==> src/rtl/vec_prefix_pkg.sv <==
package vec_prefix_pkg;
  localparam int INST_W   = 32;
  localparam int FLD_W    = 7;
  localparam int SUB_W    = 2;
  localparam int RM_W     = 24;
  localparam int STATE_W  = 4 * FLD_W + 2 * SUB_W;
  localparam int OPC_W    = 6;
  localparam logic [OPC_W-1:0] PREFIX_OPC = 6'd1;

  typedef struct packed {
    logic [FLD_W-1:0] maxLen;
    logic [FLD_W-1:0] len;
    logic [FLD_W-1:0] srcStep;
    logic [FLD_W-1:0] dstStep;
    logic [SUB_W-1:0] subLen;
    logic [SUB_W-1:0] auxStep;
  } loopState_t;

  typedef struct packed {
    logic swLoad;
    logic stepInc;
    logic stepClear;
  } seqStrobe_t;

  // big-endian bit n of a word of width w sits at little-endian index w-1-n
  function automatic int beIdx(input int w, input int n);
    return w - 1 - n;
  endfunction

  // big-endian source bit for remap bit k (k = 0 is the MSB of the field)
  function automatic int remapSrc(input int k);
    if (k == 0) return 6;
    if (k == 1) return 8;
    return k + 8;
  endfunction
endpackage

==> src/rtl/vec_prefix_dec.sv <==
module vec_prefix_dec
  import vec_prefix_pkg::*;
(
  input  logic [INST_W-1:0] instWord,
  output logic              isPrefix,
  output logic [RM_W-1:0]   remapField
);
  logic [OPC_W-1:0] majorOpc;
  logic idBitA;
  logic idBitB;

  assign majorOpc = instWord[INST_W-1 -: OPC_W];
  assign idBitA   = instWord[beIdx(INST_W, 7)];
  assign idBitB   = instWord[beIdx(INST_W, 9)];
  assign isPrefix = (majorOpc == PREFIX_OPC) && idBitA && idBitB;

  for (genvar k = 0; k < RM_W; k++) begin : g_remap
    assign remapField[RM_W-1-k] = instWord[beIdx(INST_W, remapSrc(k))];
  end
endmodule

==> src/rtl/vec_prefix_ctrl.sv <==
module vec_prefix_ctrl
  import vec_prefix_pkg::*;
(
  input  logic       clk,
  input  logic       rst,
  input  logic       isPrefix,
  input  logic       lenIsZero,
  input  logic       atLast,
  input  logic       retireValid,
  input  logic       destIsVector,
  input  logic       swWrEn,
  output seqStrobe_t strobe,
  output logic       holdPc,
  output logic       wideStep
);
  logic skipInst;

  assign skipInst = isPrefix && lenIsZero;
  assign holdPc   = isPrefix && !lenIsZero && destIsVector && !atLast;
  assign wideStep = isPrefix;

  always_comb begin
    strobe           = '0;
    strobe.swLoad    = swWrEn;
    strobe.stepInc   = retireValid && holdPc && !swWrEn;
    strobe.stepClear = retireValid && !holdPc && !skipInst && !swWrEn;
  end

  // a software write suppresses every loop strobe
  p_sw_wins_r8: assert property (@(posedge clk) disable iff (rst)
    swWrEn |-> !(strobe.stepInc || strobe.stepClear));

  // a skipped prefix never moves the step counter
  p_skip_quiet_r4: assert property (@(posedge clk) disable iff (rst)
    (isPrefix && lenIsZero) |-> !(strobe.stepInc || strobe.stepClear));
endmodule

==> src/rtl/vec_prefix_datapath.sv <==
module vec_prefix_datapath
  import vec_prefix_pkg::*;
#(
  parameter int PC_W = 64
) (
  input  logic               clk,
  input  logic               rst,
  input  logic [PC_W-1:0]    curPc,
  input  seqStrobe_t         strobe,
  input  logic               holdPc,
  input  logic               wideStep,
  input  logic [STATE_W-1:0] swWrData,
  output logic [PC_W-1:0]    nextPc,
  output logic [STATE_W-1:0] stateWord,
  output logic               lenIsZero,
  output logic               atLast
);
  localparam logic [PC_W-1:0] STEP_NARROW = PC_W'(4);
  localparam logic [PC_W-1:0] STEP_WIDE   = PC_W'(8);

  loopState_t stateQ;
  loopState_t stateD;

  always_comb begin
    stateD = stateQ;
    if (strobe.swLoad)         stateD = loopState_t'(swWrData);
    else if (strobe.stepInc)   stateD.srcStep = stateQ.srcStep + FLD_W'(1);
    else if (strobe.stepClear) stateD.srcStep = '0;
  end

  always_ff @(posedge clk) begin
    if (rst) stateQ <= '0;
    else     stateQ <= stateD;
  end

  assign lenIsZero = (stateQ.len == '0);
  assign atLast    = (stateQ.srcStep == stateQ.len - FLD_W'(1));
  assign stateWord = stateQ;
  assign nextPc    = holdPc ? curPc : (curPc + (wideStep ? STEP_WIDE : STEP_NARROW));

  // reset clears the state
  p_reset_clear_r9: assert property (@(posedge clk)
    rst |=> (stateQ == '0));

  // a software write lands verbatim
  p_sw_load_r8: assert property (@(posedge clk) disable iff (rst)
    strobe.swLoad |=> (stateWord == $past(swWrData)));

  // a repeated element advances the source step by one
  p_step_inc_r5: assert property (@(posedge clk) disable iff (rst)
    strobe.stepInc |=> (stateQ.srcStep == $past(stateQ.srcStep) + FLD_W'(1)));

  // leaving the loop zeroes the source step and keeps the length
  p_step_clear_r6: assert property (@(posedge clk) disable iff (rst)
    strobe.stepClear |=> (stateQ.srcStep == '0) && $stable(stateQ.len));

  // with no strobe the state holds
  p_idle_hold_r9: assert property (@(posedge clk) disable iff (rst)
    (strobe == '0) |=> $stable(stateQ));
endmodule

==> src/rtl/vec_prefix_seq.sv <==
module vec_prefix_seq
  import vec_prefix_pkg::*;
#(
  parameter int PC_W = 64
) (
  input  logic            clk,
  input  logic            rst,
  input  logic [31:0]     instWord,
  input  logic [PC_W-1:0] curPc,
  input  logic            retireValid,
  input  logic            destIsVector,
  input  logic            swWrEn,
  input  logic [31:0]     swWrData,
  output logic [PC_W-1:0] nextPc,
  output logic            isPrefix,
  output logic [23:0]     remapField,
  output logic [31:0]     loopState
);
  seqStrobe_t strobe;
  logic holdPc;
  logic wideStep;
  logic lenIsZero;
  logic atLast;

  vec_prefix_dec u_dec (
    .instWord   (instWord),
    .isPrefix   (isPrefix),
    .remapField (remapField)
  );

  vec_prefix_ctrl u_ctrl (
    .clk          (clk),
    .rst          (rst),
    .isPrefix     (isPrefix),
    .lenIsZero    (lenIsZero),
    .atLast       (atLast),
    .retireValid  (retireValid),
    .destIsVector (destIsVector),
    .swWrEn       (swWrEn),
    .strobe       (strobe),
    .holdPc       (holdPc),
    .wideStep     (wideStep)
  );

  vec_prefix_datapath #(.PC_W(PC_W)) u_dp (
    .clk       (clk),
    .rst       (rst),
    .curPc     (curPc),
    .strobe    (strobe),
    .holdPc    (holdPc),
    .wideStep  (wideStep),
    .swWrData  (swWrData),
    .nextPc    (nextPc),
    .stateWord (loopState),
    .lenIsZero (lenIsZero),
    .atLast    (atLast)
  );

  // a plain word always steps by four
  p_narrow_step_r3: assert property (@(posedge clk) disable iff (rst)
    !isPrefix |-> (nextPc == curPc + PC_W'(4)));

  // a prefix can only come from the expected major opcode
  p_prefix_opc_r1: assert property (@(posedge clk) disable iff (rst)
    isPrefix |-> (instWord[31:26] == 6'd1));
endmodule

==> config.mk <==
export PLATFORM = sky130hd
export DESIGN_NAME = vec_prefix_seq
export DESIGN_NICKNAME = d
export VERILOG_FILES = /design/src/rtl/vec_prefix_pkg.sv /design/src/rtl/vec_prefix_dec.sv /design/src/rtl/vec_prefix_ctrl.sv /design/src/rtl/vec_prefix_datapath.sv /design/src/rtl/vec_prefix_seq.sv
export SDC_FILE = /design/constraint.sdc
export NUM_CORES = 1
export LEC_CHECK = 0
export BUFFER_PORTS_ARGS = -buffer_cell sky130_fd_sc_hd__buf_2
export CORE_AREA = 2 2 99 101
export DETAILED_ROUTE_END_ITERATION = 12
export DIE_AREA = 0 0 101 103
export HOLD_SLACK_MARGIN = 0.15
export PLACE_DENSITY_LB_ADDON = 0.12
export SLEW_MARGIN = 20
export SYNTH_ARGS = -nofsm -noshare
export SYNTH_HDL_FRONTEND = slang
export SYNTH_SLANG_ARGS = --single-unit
export TNS_END_PERCENT = 50
==> constraint.sdc <==
create_clock -name clk -period 6.59 [get_ports clk]
set_input_delay 0.3295 -clock clk [delete_from_list [all_inputs] [get_ports clk]]
set_output_delay 0.3295 -clock clk [all_outputs]
set_load 0.02 [all_outputs]
==> flow_metrics.tcl, run 1 <==
set metrics [dict create \
    multi_input_comb_area_mm2 0.00239 \
    post_cts_resize_count 0 \
    syn-cell-area_mm2 0.00335 \
    cts_setup_buffers 0 \
    synth_top_cell_area_share_pct 19.1 \
    p_per_area_mw_per_mm2 137 \
    drv_slew 0 \
    dp_slack_ns 3.02 \
    ys_async_sr_fraction_pct 0 \
    grt_busiest_layer "met2" \
    vdd_drop_max_mv 0.0891 \
    dp.cells 699 \
    grtUsageMet3_pct 5.69 \
    fillCellCount 1002 \
    yosysWarnings 0 \
    skew_ns 0.00186 \
    placed_cell_area_mm2 0.00420 \
    synth_flop_cell "dfxtp_1" \
    regArea_um2 641 \
    grt_start_max_net_pins 39 \
    synth_largest_area_cell "dfxtp_1" \
    cts_max_path_buffers 2 \
    hold_viol 0 \
    cts-root-buf "clkbuf_8" \
    hp-class "input pin to register" \
    clk_latency_ns 0.28 \
    fin_crit_sh_pct 52.5 \
    drt_iter0_drc 117 \
    critical_path.endpoint_type "primary output" \
    drc_errors 0 \
    antenna_found_initial 1 \
    cts_tree "yes" \
    maxSlewHeadroom_pct 37.9 \
    routedWlPerCell_um 16.2 \
    nets 729 \
    routed_wl_mm 11.5 \
    grt_usage_pct 20.4 \
    diodes 0 \
    synth_nets 565 \
    postSynthCellCount 428 \
    die_x_um 101 \
    crit_required_ns 6.26 \
    drive_gt1_share_pct 39.1 \
    grtUsageMet1_pct 25.1 \
    gp_congestion 0.866 \
    setup_viol 0 \
    postLayoutCellArea_mm2 0.00430 \
    worstMarginPinSlew_ns 0.928 \
    grt_overflow 0 \
    htreeDepth 2 \
    rsz0062_at_grt "false" \
    met2_usage_pct 35.8 \
    rows 36 \
    clock_sinks 32 \
    num_io_pins 254 \
    critPathLaunchType "register" \
    synthTopCellsByArea "dfxtp_1 19%, xnor2_1 12%, mux2i_1 7.8%, xor2_1 6.0%, buf_4 5.8%" \
    outcome "complete, no violations" \
    yosysSeqAreaShare_pct 19.1 \
    instances_no_fill 707 \
    ant_nets 0 \
    fmax_mhz 289 \
    die-area_mm2 0.0104 \
    arrival_ns 3.13 \
    setup_tns_ns 0 \
    cts.reportedPaths.clkPinSlew_ns 0.07 \
    portBuffers 201 \
    coreArea_mm2 0.00946 \
    critPathKind "register to primary output" \
    fin_crit_ns 3.46 \
    setup_ws_ns 3.13 \
    dp_hpwl_mm 9.45 \
    leakage_nw 1.96 \
    syn_to_final_growth_pct 28.5 \
    cts_hold_buf 0 \
    crit_fanout 38 \
    via_per_inst 5.27 \
    maxCapViolations 0 \
    grt_first_pass_wirelength_mm 17.0 \
    largest_reg_flops 32 \
    fin_hold_ws_ns 0.281 \
    start_util_pct 35.4 \
    grt_pass1_vias 3439 \
    synthDistinctLibCells 49 \
    numCtsBuffers 5 \
    first_pass_iters 5 \
    die_h_um 103 \
    synth_seq_cells 32 \
    postSynthAreaPerCell_um2 7.82 \
    vias 3726 \
    synth_edf_count 0 \
]
kinds of logic (layout without fill, tap and decap cells):
family / Yosys count / count (layout) / synth area share [%]
AND/OR/NAND/NOR: 212 / 212 / 36.3
XOR/XNOR: 71 / 71 / 19.0
buffers and inverters: 51 / 216 / 9.65
flip-flops: 32 / 32 / 19.1
AO/OA/AOI/OAI: 31 / 31 / 6.28
multiplexers: 27 / 27 / 8.12
adder cells (fa/ha/maj): 4 / 4 / 1.50
final timing paths:
check | startpoint | to | slack (ns) | cells past startpoint
hold reg to reg | u_dp.stateWord[2] | u_dp.stateWord[2] | 0.49 | 2
setup reg to reg | u_dp.stateWord[18] | u_dp.stateWord[16] | 4.17 | 8
hold / removal | swWrData[0] | u_dp.stateWord[0] | 0.28 | 3
setup / recovery | u_dp.stateWord[18] | nextPc[30] | 3.13 | 9
cell usage after synthesis (all sizes together), types with 2 or more instances:
master / count
xnor2: 47
nor2: 44
nand3: 36
buf: 33
dfxtp: 32
nand2: 32
nand4: 30
mux2i: 26
xor2: 24
nor3: 18
and3: 15
nor4: 13
clkbuf: 11
a21oi: 9
o21ai: 9
inv: 7
a31oi: 6
and4: 4
ha: 4
nand4b: 4
or3b: 3
a2111oi: 2
a21o: 2
and2: 2
nand3b: 2
nor2b: 2
or2: 2
critical path, stage by stage (launching register included):
cell and delay, ns:
dfxtp_1 0.40, inv_1 0.10, ha_1 0.23, xnor2_1 0.14
xnor2_1 0.21, nor4_4 0.39, a21o_2 0.63, nand3_1 0.29
xnor2_1 0.26, buf_2 0.20
power breakdown:
part           internal (mW)  switching (mW)  total [mW]  leakage [nW]
Sequential             0.204          0.0110       0.215         0.264
Combinational         0.0862           0.134       0.220          1.66
Clock                 0.0747          0.0777       0.152        0.0404
Total                  0.365           0.223       0.588          1.96
cell type report:
type	instances	share of cell area [%]
inverters	7	0.611
clock inverters	3	0.553
clock buffers	5	1.60
well taps	114	3.32
flip-flops and latches	32	14.9
repair buffers	201	23.4
multi-input cells	345	55.6
through the flow:
step	power, mW	utilization [%]
2_1_floorplan	0.373	-
6_report	0.588	45.4
3_3_place_gp	0.437	44.4
5_1_grt	0.625	45.4
3_5_place_dp	0.440	44.4
4_1_cts	0.597	45.4
routing by layer:
metal  part of all wire (%)  vias to the layer above
met3                    8.6                       16
met1                     42                     1707
li1                       -                     1835
met4                    1.3                        0
met5                      0                        -
met2                     48                      168
cell usage in the layout, fill, tap and decap left out, types with 2 or more instances in the layout:
| cell type | netlist | routed |
|---|---|---|
| a31oi_1 | 6 | 6 |
| nand3b_1 | 2 | 2 |
| or2_2 | 2 | 2 |
| o21ai_1 | 3 | 3 |
| o21ai_0 | 5 | 5 |
| xor2_1 | 23 | 23 |
| nand4_1 | 30 | 30 |
| dfxtp_1 | 32 | 32 |
| ha_1 | 4 | 4 |
| mux2i_1 | 26 | 26 |
| and2_1 | 2 | 2 |
| clkbuf_8 | 0 | 5 |
| nand4b_1 | 4 | 4 |
| buf_2 | 3 | 201 |
| a21oi_1 | 8 | 8 |
| nor4_1 | 6 | 6 |
| inv_1 | 7 | 7 |
| nor2b_1 | 2 | 2 |
| and3_1 | 14 | 14 |
| clkinvlp_4 | 0 | 2 |
| xnor2_1 | 46 | 46 |
| nand2_1 | 32 | 32 |
| or3b_1 | 3 | 3 |
| nor2_1 | 43 | 43 |
| nor4_2 | 6 | 6 |
| a2111oi_0 | 2 | 2 |
| nor3_1 | 17 | 17 |
| nand3_1 | 35 | 35 |
| and4_1 | 4 | 4 |
Power figures use the tool's default switching activity.
==> run 2: changes to the inputs <==
clock period = 3.5 ns   (was 6.59 ns; I/O delays follow)
==> run 2 against run 1 <==
Register-to-register slack worse by 3.1 ns. Highest routed layer unchanged. Critical endpoint is now nextPc[49]. Total power is 93% higher. Worst hold slack worse by 0.13 ns. Cell count is 4.7% higher. Non-clock buffer count is 33 higher. Global-route usage is 0.93 points higher. Clock power is 90% higher.
==> flow_metrics.tcl, run 2 (synthesis gave the netlist of run 1 again) <==
set metrics [dict create \
    outcome "complete, no violations" \
    grt_first_pass_wirelength_mm 17.8 \
    placed_cell_area_mm2 0.00426 \
    largest_reg_flops 32 \
    cp_slowest_cell "a21oi_2" \
    grt_pass1_vias 3501 \
    clock_sinks 32 \
    vias 3840 \
    worst_hold_path.num_cells 3 \
    vdd_drop_max_mv 0.251 \
    fin_crit_ns 3.12 \
    coreArea_mm2 0.00946 \
    p_int_mw 0.710 \
    rsz0062_at_grt "false" \
    max_stage_delay_ns 0.49 \
    final_cell_mix "201 x buf_2, 46 x xnor2_1, 43 x nor2_1" \
    fillCellCount 979 \
    setup_viol 0 \
    portBuffers 201 \
    maxCapViolations 0 \
    diodes 0 \
    critPathLaunchType "register" \
    postLayoutCellArea_mm2 0.00460 \
    gp_congestion 0.826 \
    drive_gt1_share_pct 38.2 \
    r2r_slack_ns 1.09 \
    maxSlewHeadroom_pct 41.0 \
    skew_ns 0.00996 \
    grt_usage_pct 21.4 \
    critPathKind "register to primary output" \
    fin_crit_sh_pct 89.0 \
    cts_tree "yes" \
    rows 36 \
    hp-class "input pin to register" \
    setup_tns_ns 0 \
    p_seq_share_pct 35.7 \
    die-area_mm2 0.0104 \
    reg2reg_depth 8 \
    clock_power_share_pct 25.4 \
    num_io_pins 254 \
    cts_max_path_buffers 2 \
    antenna_found_initial 0 \
    numCtsBuffers 5 \
    path_delay_family "compound AO/OA/AOI/OAI gates" \
    crit_required_ns 3.32 \
    grt_start_max_net_pins 36 \
    min_from "swWrData[19]" \
    dp.cells 707 \
    die_x_um 101 \
    crit_path_cell_trace "inv_1 > ha_1 > nor3b_4 > o21ai_1 > a31oi_1 > o21ai_4 > a21oi_2 > buf_4 > nor4_1 > xor2_1 > buf_2" \
    cts_setup_buffers 0 \
    grt_overflow 0 \
    mostFrequentLayoutCell "buf_2" \
    regArea_um2 641 \
    cts.reportedPaths.clkPinSlew_ns 0.07 \
    cts-root-buf "clkbuf_8" \
    critical_path.endpoint_type "primary output" \
    power.switching_mw 0.426 \
    via_per_inst 5.19 \
    ant_nets 0 \
    die_h_um 103 \
    arrival_ns 2.94 \
    clk_latency_ns 0.29 \
    fmax_mhz 321 \
    first_pass_iters 4 \
    switching_share_pct 37.5 \
    syn_to_final_growth_pct 37.5 \
    hold_viol 0 \
    reg2reg_to "u_dp.stateWord[17]" \
    start_util_pct 35.4 \
    rr_startpoint "u_dp.stateWord[18]" \
    leakage_nw 2.10 \
    worstMarginPinSlew_ns 0.885 \
    instances_no_fill 740 \
    power_frac_comb_pct 38.9 \
    routedWlPerCell_um 15.9 \
    drv_slew 0 \
    htreeDepth 2 \
    cp.buffers_inverters 3 \
    crit_fanout 12 \
    min_to "u_dp.stateWord[19]" \
    multi_input_comb_area_mm2 0.00238 \
    nets 762 \
    drt_iter0_drc 140 \
    drc_errors 0 \
    dp_hpwl_mm 9.64 \
    p_per_area_mw_per_mm2 247 \
    routed_wl_mm 11.8 \
]
[run 2: cell types whose count changed in the layout (fill, tap and decap cells not counted)]
cell and change:
a21o_1 +1, a21oi_4 -1, buf_4 +8, a21o_2 -1, a21oi_2 +1, dlygate4sd3_1 +25
[run 2: per-layer routing]
layer  GRT usage (%)  share of wire (%)  vias to the layer above
li1                -                  -                     1895
met4            4.16                1.3                        0
met2            37.7                 48                      160
met1            26.5                 43                     1767
met5               0                  0                        -
met3            5.42                8.2                       18
[run 2: timing repair]
item | in CTS | in global routing
setup endpoints to repair | 0 | 0
endpoints found under the hold margin | 25 | 0
gates resized for setup | 0 | 0
hold buffers | 25 | 0
[run 2: how the worst max path moves through the flow]
| stage | depth (start not counted) | start | end | slack, ns |
|---|---|---|---|---|
| 4_1_cts | 11 | u_dp.stateWord[18] | nextPc[37] | 0.36 |
| 2_1_floorplan | 9 | u_dp.stateWord[18] | nextPc[37] | 0.87 |
| 3_5_place_dp | 11 | u_dp.stateWord[18] | nextPc[49] | 0.68 |
| 5_1_grt | 11 | u_dp.stateWord[18] | nextPc[37] | 0.09 |
| 6_report | 11 | u_dp.stateWord[18] | nextPc[49] | 0.38 |
| 3_3_place_gp | 11 | u_dp.stateWord[18] | nextPc[49] | 0.76 |
[run 2: power by group through the flow]
stage | Clock, mW | Sequential, mW | Combinational (mW)
after floorplan | 0 | 0.435 | 0.267
after global placement | 0 | 0.413 | 0.417
after detailed placement | 0 | 0.413 | 0.421
after CTS | 0.299 | 0.406 | 0.443
after global routing | 0.317 | 0.409 | 0.479
final | 0.289 | 0.406 | 0.442
[run 2: layout make-up]
class	instances	area share (%)
inverters	7	0.571
repair buffers	234	28.6
clock inverters	3	0.517
multi-input cells	345	51.8
well taps	114	3.10
flip-flops and latches	32	13.9
clock buffers	5	1.50
[run 2: tightest hold or removal path: stages]
cell and delay [ns]:
buf_2 0.08, mux2i_1 0.06, nor2_1 0.08
[run 2: through the flow]
step | power (mW) | utilization [%] | setup slack, ns | hold WS (ns)
after floorplan | 0.702 | - | 0.874 | 0.244
after global placement | 0.829 | 45.0 | 0.758 | 0.350
after detailed placement | 0.834 | 45.0 | 0.675 | 0.350
after CTS | 1.15 | 48.6 | 0.362 | 0.151
after global routing | 1.20 | 48.6 | 0.0855 | 0.165
final | 1.14 | 48.6 | 0.384 | 0.150
